--- src/rtl/spcyc_pkg.sv ---
// Package: shared types for the special cycle handler.
// Assumes: a single special cycle in progress at any time.
package spcyc_pkg;

    // Decoded class of a host special cycle.
    typedef enum logic [1:0] {
        KIND_FLUSH   = 2'd0,
        KIND_STOPGNT = 2'd1,
        KIND_SMM     = 2'd2,
        KIND_RSVD    = 2'd3
    } cyc_kind_e;

    // Sequencer states.
    typedef enum logic [1:0] {
        ST_IDLE   = 2'd0,
        ST_FWD    = 2'd1,
        ST_RETIRE = 2'd2
    } ctrl_st_e;

endpackage

--- src/rtl/spcyc_decode.sv ---
// Module: spcyc_decode
// Maps a byte-enable code to a cycle class by exact match. Any code that
// matches none of the three known values is classed as reserved.
// Assumes: the three code parameters are distinct.
module spcyc_decode
    import spcyc_pkg::*;
#(
    parameter int                CODE_W       = 8,
    parameter logic [CODE_W-1:0] FLUSH_CODE   = 8'h05,
    parameter logic [CODE_W-1:0] STOPGNT_CODE = 8'h06,
    parameter logic [CODE_W-1:0] SMM_CODE     = 8'h07
) (
    input  logic [CODE_W-1:0] code,
    output cyc_kind_e         kind
);

    // Purpose: classify the code.
    always_comb begin
        if (code == FLUSH_CODE)
            kind = KIND_FLUSH;
        else if (code == STOPGNT_CODE)
            kind = KIND_STOPGNT;
        else if (code == SMM_CODE)
            kind = KIND_SMM;
        else
            kind = KIND_RSVD;
    end

endmodule

--- src/rtl/spcyc_ctrl.sv ---
// Module: spcyc_ctrl
// Sequencer. It accepts one special cycle while idle and latches its class.
// A stop grant waits in the forwarding state until the PCI port reports a
// master-abort end; every other class goes straight to retire. The retire
// state lasts one cycle and accepts nothing, so the host has time to drop
// or change its request.
// Assumes: the host holds host_valid until it sees the retire cycle.
module spcyc_ctrl
    import spcyc_pkg::*;
(
    input  logic      clk,
    input  logic      rst_n,
    input  logic      host_valid,
    input  cyc_kind_e kind_in,
    input  logic      fwd_done,
    output logic      accept,
    output logic      fwd_start,
    output logic      retire,
    output cyc_kind_e kind_q
);

    ctrl_st_e st;

    // Purpose: a request is taken only from the idle state.
    always_comb begin
        accept    = (st == ST_IDLE) && host_valid;
        fwd_start = accept && (kind_in == KIND_STOPGNT);
        retire    = (st == ST_RETIRE);
    end

    // Purpose: advance the state and latch the class of the accepted cycle.
    always_ff @(posedge clk) begin
        if (!rst_n) begin
            st     <= ST_IDLE;
            kind_q <= KIND_RSVD;
        end else begin
            unique case (st)
                ST_IDLE: begin
                    if (host_valid) begin
                        kind_q <= kind_in;
                        st     <= (kind_in == KIND_STOPGNT) ? ST_FWD : ST_RETIRE;
                    end
                end
                ST_FWD: begin
                    if (fwd_done)
                        st <= ST_RETIRE;
                end
                ST_RETIRE: st <= ST_IDLE;
                default:   st <= ST_IDLE;
            endcase
        end
    end

endmodule

--- src/rtl/spcyc_pci_port.sv ---
// Module: spcyc_pci_port
// Holds the PCI-side request for a forwarded stop grant. The request stays
// up until a termination qualified as a master abort. A termination without
// that qualifier, or one that comes while no request is up, is ignored.
// Assumes: the PCI side reports at most one termination per request.
module spcyc_pci_port #(
    parameter int               MSG_W       = 16,
    parameter logic [MSG_W-1:0] STOPGNT_MSG = 16'h0012
) (
    input  logic             clk,
    input  logic             rst_n,
    input  logic             start,
    input  logic             term,
    input  logic             mabort,
    output logic             req,
    output logic [MSG_W-1:0] msg,
    output logic             done
);

    // Purpose: a master-abort end of a pending request finishes it.
    always_comb begin
        done = req && term && mabort;
        msg  = req ? STOPGNT_MSG : '0;
    end

    // Purpose: set the request on start and clear it on a master-abort end.
    always_ff @(posedge clk) begin
        if (!rst_n)
            req <= 1'b0;
        else if (start)
            req <= 1'b1;
        else if (done)
            req <= 1'b0;
    end

endmodule

--- src/rtl/spcyc_handler.sv ---
// Module: spcyc_handler (top)
// Special cycle handler. It decodes the byte-enable code and retires flush,
// management-mode and reserved cycles locally. A stop grant is forwarded to
// the PCI port and retired only after a master-abort end of that request.
// Reserved codes set a sticky flag. Nothing is ever sent to the graphics port.
// Assumes: synchronous active-low reset; host holds code while valid.
module spcyc_handler
    import spcyc_pkg::*;
#(
    parameter int                CODE_W       = 8,
    parameter int                MSG_W        = 16,
    parameter logic [CODE_W-1:0] FLUSH_CODE   = 8'h05,
    parameter logic [CODE_W-1:0] STOPGNT_CODE = 8'h06,
    parameter logic [CODE_W-1:0] SMM_CODE     = 8'h07,
    parameter logic [MSG_W-1:0]  STOPGNT_MSG  = 16'h0012
) (
    input  logic              clk,
    input  logic              rst_n,
    input  logic              host_valid,
    input  logic [CODE_W-1:0] host_code,
    output logic              host_ready,
    output logic              pci_req,
    output logic [MSG_W-1:0]  pci_msg,
    input  logic              pci_term,
    input  logic              pci_mabort,
    output logic              flush_ack_pulse,
    output logic              smm_ack_pulse,
    output logic              rsvd_seen,
    output logic              gfx_fwd_valid
);

    cyc_kind_e kind_dec;
    cyc_kind_e kind_q;
    logic      accept;
    logic      fwd_start;
    logic      fwd_done;
    logic      retire;

    spcyc_decode #(
        .CODE_W       (CODE_W),
        .FLUSH_CODE   (FLUSH_CODE),
        .STOPGNT_CODE (STOPGNT_CODE),
        .SMM_CODE     (SMM_CODE)
    ) u_decode (
        .code (host_code),
        .kind (kind_dec)
    );

    spcyc_ctrl u_ctrl (
        .clk        (clk),
        .rst_n      (rst_n),
        .host_valid (host_valid),
        .kind_in    (kind_dec),
        .fwd_done   (fwd_done),
        .accept     (accept),
        .fwd_start  (fwd_start),
        .retire     (retire),
        .kind_q     (kind_q)
    );

    spcyc_pci_port #(
        .MSG_W       (MSG_W),
        .STOPGNT_MSG (STOPGNT_MSG)
    ) u_pci (
        .clk    (clk),
        .rst_n  (rst_n),
        .start  (fwd_start),
        .term   (pci_term),
        .mabort (pci_mabort),
        .req    (pci_req),
        .msg    (pci_msg),
        .done   (fwd_done)
    );

    // Purpose: host completion and the acknowledge pulses come from the retire cycle.
    always_comb begin
        host_ready      = retire;
        flush_ack_pulse = retire && (kind_q == KIND_FLUSH);
        smm_ack_pulse   = retire && (kind_q == KIND_SMM);
        gfx_fwd_valid   = 1'b0;
    end

    // Purpose: sticky flag, set when a reserved code is accepted.
    always_ff @(posedge clk) begin
        if (!rst_n)
            rsvd_seen <= 1'b0;
        else if (accept && (kind_dec == KIND_RSVD))
            rsvd_seen <= 1'b1;
    end

endmodule

--- config.mk ---
export PLATFORM = sky130hd
export DESIGN_NAME = spcyc_handler
export DESIGN_NICKNAME = d
export VERILOG_FILES = /design/src/rtl/spcyc_pkg.sv /design/src/rtl/spcyc_decode.sv /design/src/rtl/spcyc_ctrl.sv /design/src/rtl/spcyc_pci_port.sv /design/src/rtl/spcyc_handler.sv
export SDC_FILE = /design/constraint.sdc
export NUM_CORES = 1
export LEC_CHECK = 0
export ABC_AREA = 0
export BUFFER_PORTS_ARGS = -buffer_cell sky130_fd_sc_hd__clkbuf_2
export CAP_MARGIN = 15
export CORE_UTILIZATION = 33
export DETAILED_ROUTE_END_ITERATION = 6
export PLACE_DENSITY_LB_ADDON = 0.05
export SETUP_SLACK_MARGIN = 0.5
export SLEW_MARGIN = 20
export SYNTH_ARGS = -nofsm -noshare
export SYNTH_HDL_FRONTEND = slang
export SYNTH_SLANG_ARGS = --single-unit
--- constraint.sdc ---
create_clock -name clk -period 1 [get_ports clk]
set_input_delay 0 -clock clk [delete_from_list [all_inputs] [get_ports clk]]
set_output_delay 0 -clock clk [all_outputs]
set_load 0.02 [all_outputs]
==> metrics <==
M2 GR Usage=0.238; Final Worst Setup Slack=-0.0834 ns; #FFs+latches synth=6; Die H=38.8 microns; TritonCTS clock tree=done; Fin. Hold Viols=0; combinational power share=0.263; worst clock skew=0.00469 ns; Total Power=0.000664 W; RSZ-0062 raised after global routing=true; area leader, netlist=buf_4; detailed placer's ending HPWL=676 microns; pre-CTS setup slack=-0.169 ns; share of cells above drive strength 1=0.526; vias in the first global route=336; Clock Power Share=0.361; Worst-Skew Late Latency=0.24 ns; switching fraction of total power=0.295; met3 Usage GRT=0.0173; initial antenna violation count=0; Cell Rows=12; die area=1500 sq um; startpoint types=flop; Placed Area=531 sq um; Synth async-reset ratio=0; Starting Density=0.377; EDFF count, synth=0; Vias/cell=4.49; GR Util met1=0.142; port buffer count=19; NumNets Final=92; Filler cells=118; pins over their slew limit=0; I/O Pins=35; CTS clk-pin slew, worst paths=0.05 ns; mapped cell area=447 sq um; prevailing post-synth register cell=dfxtp_1; gpl congestion=0.695; WHS=0.0270 ns; CTS root buf=clkbuf_4; failing checks=negative setup slack; Overall Global Routing Usage=0.135; drt drc=0; Bufs on Longest Clock Path=2; Netlist cell types=22; average wire per standard cell=10.3 microns; Layout Cells excl Fill=92; CORE AREA=1190 sq um; Synth warnings=0; Area growth, synth to finish=55.2%; Power Dens Cells=958 nW/um^2; Die W=38.8 microns; synthesized instance count=53; total CTS buffers=3; busiest grt layer=met2; 1st-iter DRT viols=8; Arr. time, crit path=1.08 ns; Reg area=128 sq um; Switch Pwr=0.000196 W; register area share after synthesis=0.269; Critical Path RT=1.00 ns; hold buffer count at cts=0; wirelength, routed=949 microns; CP max FO=3; cell total after placement=83; fmax=923 MHz; sequential share of power=0.376; worst vdd ir=633 uV; Area contributors post-synth=buf_4 (29%), dfxtp_1 (27%), nor3b_1 (6.7%); status=finished with violations; fin crit share=1.08; H-tree lvl count=1; area share of the largest cell type after synthesis=0.286; crit end category=primary output; most common library cells after synthesis=buf_4 (17), dfxtp_1 (6), nor3b_1 (4); syn avg cell area=8.43 sq um; most frequent cell after synthesis=buf_4; ANT nets after route=0; Sink Count=6; setup violators final=4; leakage=0.324 nW; multi-input logic area=314 sq um; Tmin final=1.08 ns; Setup Crit Path Kind=flop to primary output; GR Overflow Total=0; Max-Cap Viols=0; drt pass-1 iters=2; ant diodes=0; vias=413; HP Class=input port to flop; largest net degree at the start of global routing=8; Power Internal=0.000469 W; first-pass GRT wire length=1340 microns; post-route cell area=693 sq um
==> per-layer routing <==
| layer | part of all wire | routed length (microns) |
|---|---|---|
| met5 | 0 | 0 |
| met1 | 0.43 | 408 |
| met2 | 0.50 | 478 |
| met3 | 0.044 | 42 |
| met4 | 0.020 | 19 |
==> final cells by class <==
cell class	count	share of cell area
clock buffer	4	0.0379
multi-input combinational	44	0.453
sequential	6	0.184
tap	14	0.0253
timing repair buffer	24	0.300
==> cell usage in the layout (no fill, tap or decap), types with 2 or more instances in the layout <==
cell type,count
nor3b_1,2
buf_4,3
a21oi_1,2
conb_1,15
nand3_1,2
clkbuf_8,2
clkbuf_4,3
dfxtp_1,2
nor2_1,3
buf_8,5
dfxtp_2,3
buf_6,2
clkbuf_2,12
nand2b_1,3
nor3b_4,2
==> registers in the layout, indices dropped and copies added, names as in the netlist <==
signal and flops:
u_ctrl.st 2, u_pci.req 1, u_ctrl.kind_q 2, rsvd_seen 1
==> worst paths after layout <==
kind                     start               end  slack (ns)  cells past startpoint
setup reg to reg  u_ctrl.st[1]  u_ctrl.kind_q[0]       -0.04                      4
setup / recovery  u_ctrl.st[1]   flush_ack_pulse       -0.08                      3
hold / removal    host_code[0]  u_ctrl.kind_q[0]        0.03                      2
hold reg to reg      rsvd_seen         rsvd_seen        0.53                      2
==> power groups by stage <==
| stage | clock, W | combinational (W) | sequential, W |
|---|---|---|---|
| floorplan | 0 | 0.000135 | 0.000257 |
| global placement | 0 | 0.000135 | 0.000253 |
| detailed placement | 0 | 0.000136 | 0.000253 |
| CTS | 0.000249 | 0.000163 | 0.000249 |
| global route | 0.000259 | 0.000188 | 0.000250 |
| finish | 0.000240 | 0.000175 | 0.000250 |
==> timing repair <==
item,4_1_cts,5_1_grt
setup buffers,4,1
gates resized for setup,18,8
pin swaps,3,3
setup endpoints to repair,13,13
==> metrics by stage <==
step           TNS (ns)   util
2_1_floorplan   -0.0383      -
3_3_place_gp     -0.561  0.447
3_5_place_dp     -0.602  0.447
4_1_cts          -0.355  0.564
5_1_grt          -0.510  0.584
6_report         -0.228  0.584
==> critical path: stages (launching register included) <==
cell      delay (ns)
dfxtp_2         0.33
nor2b_4         0.15
nor3b_4         0.19
clkbuf_8        0.17
==> logic make-up (layout without fill, tap and decap cells) <==
| kind of cell | after synthesis | count (layout) | synth area share |
|---|---|---|---|
| buffers and inverters | 17 | 28 | 0.286 |
| DFF | 6 | 6 | 0.269 |
| AOI/OAI and AO/OA | 8 | 8 | 0.132 |
| other | 1 | 15 | 0.00840 |
| and+or+nand+nor | 21 | 21 | 0.305 |
(Power assumes the default switching activity.)
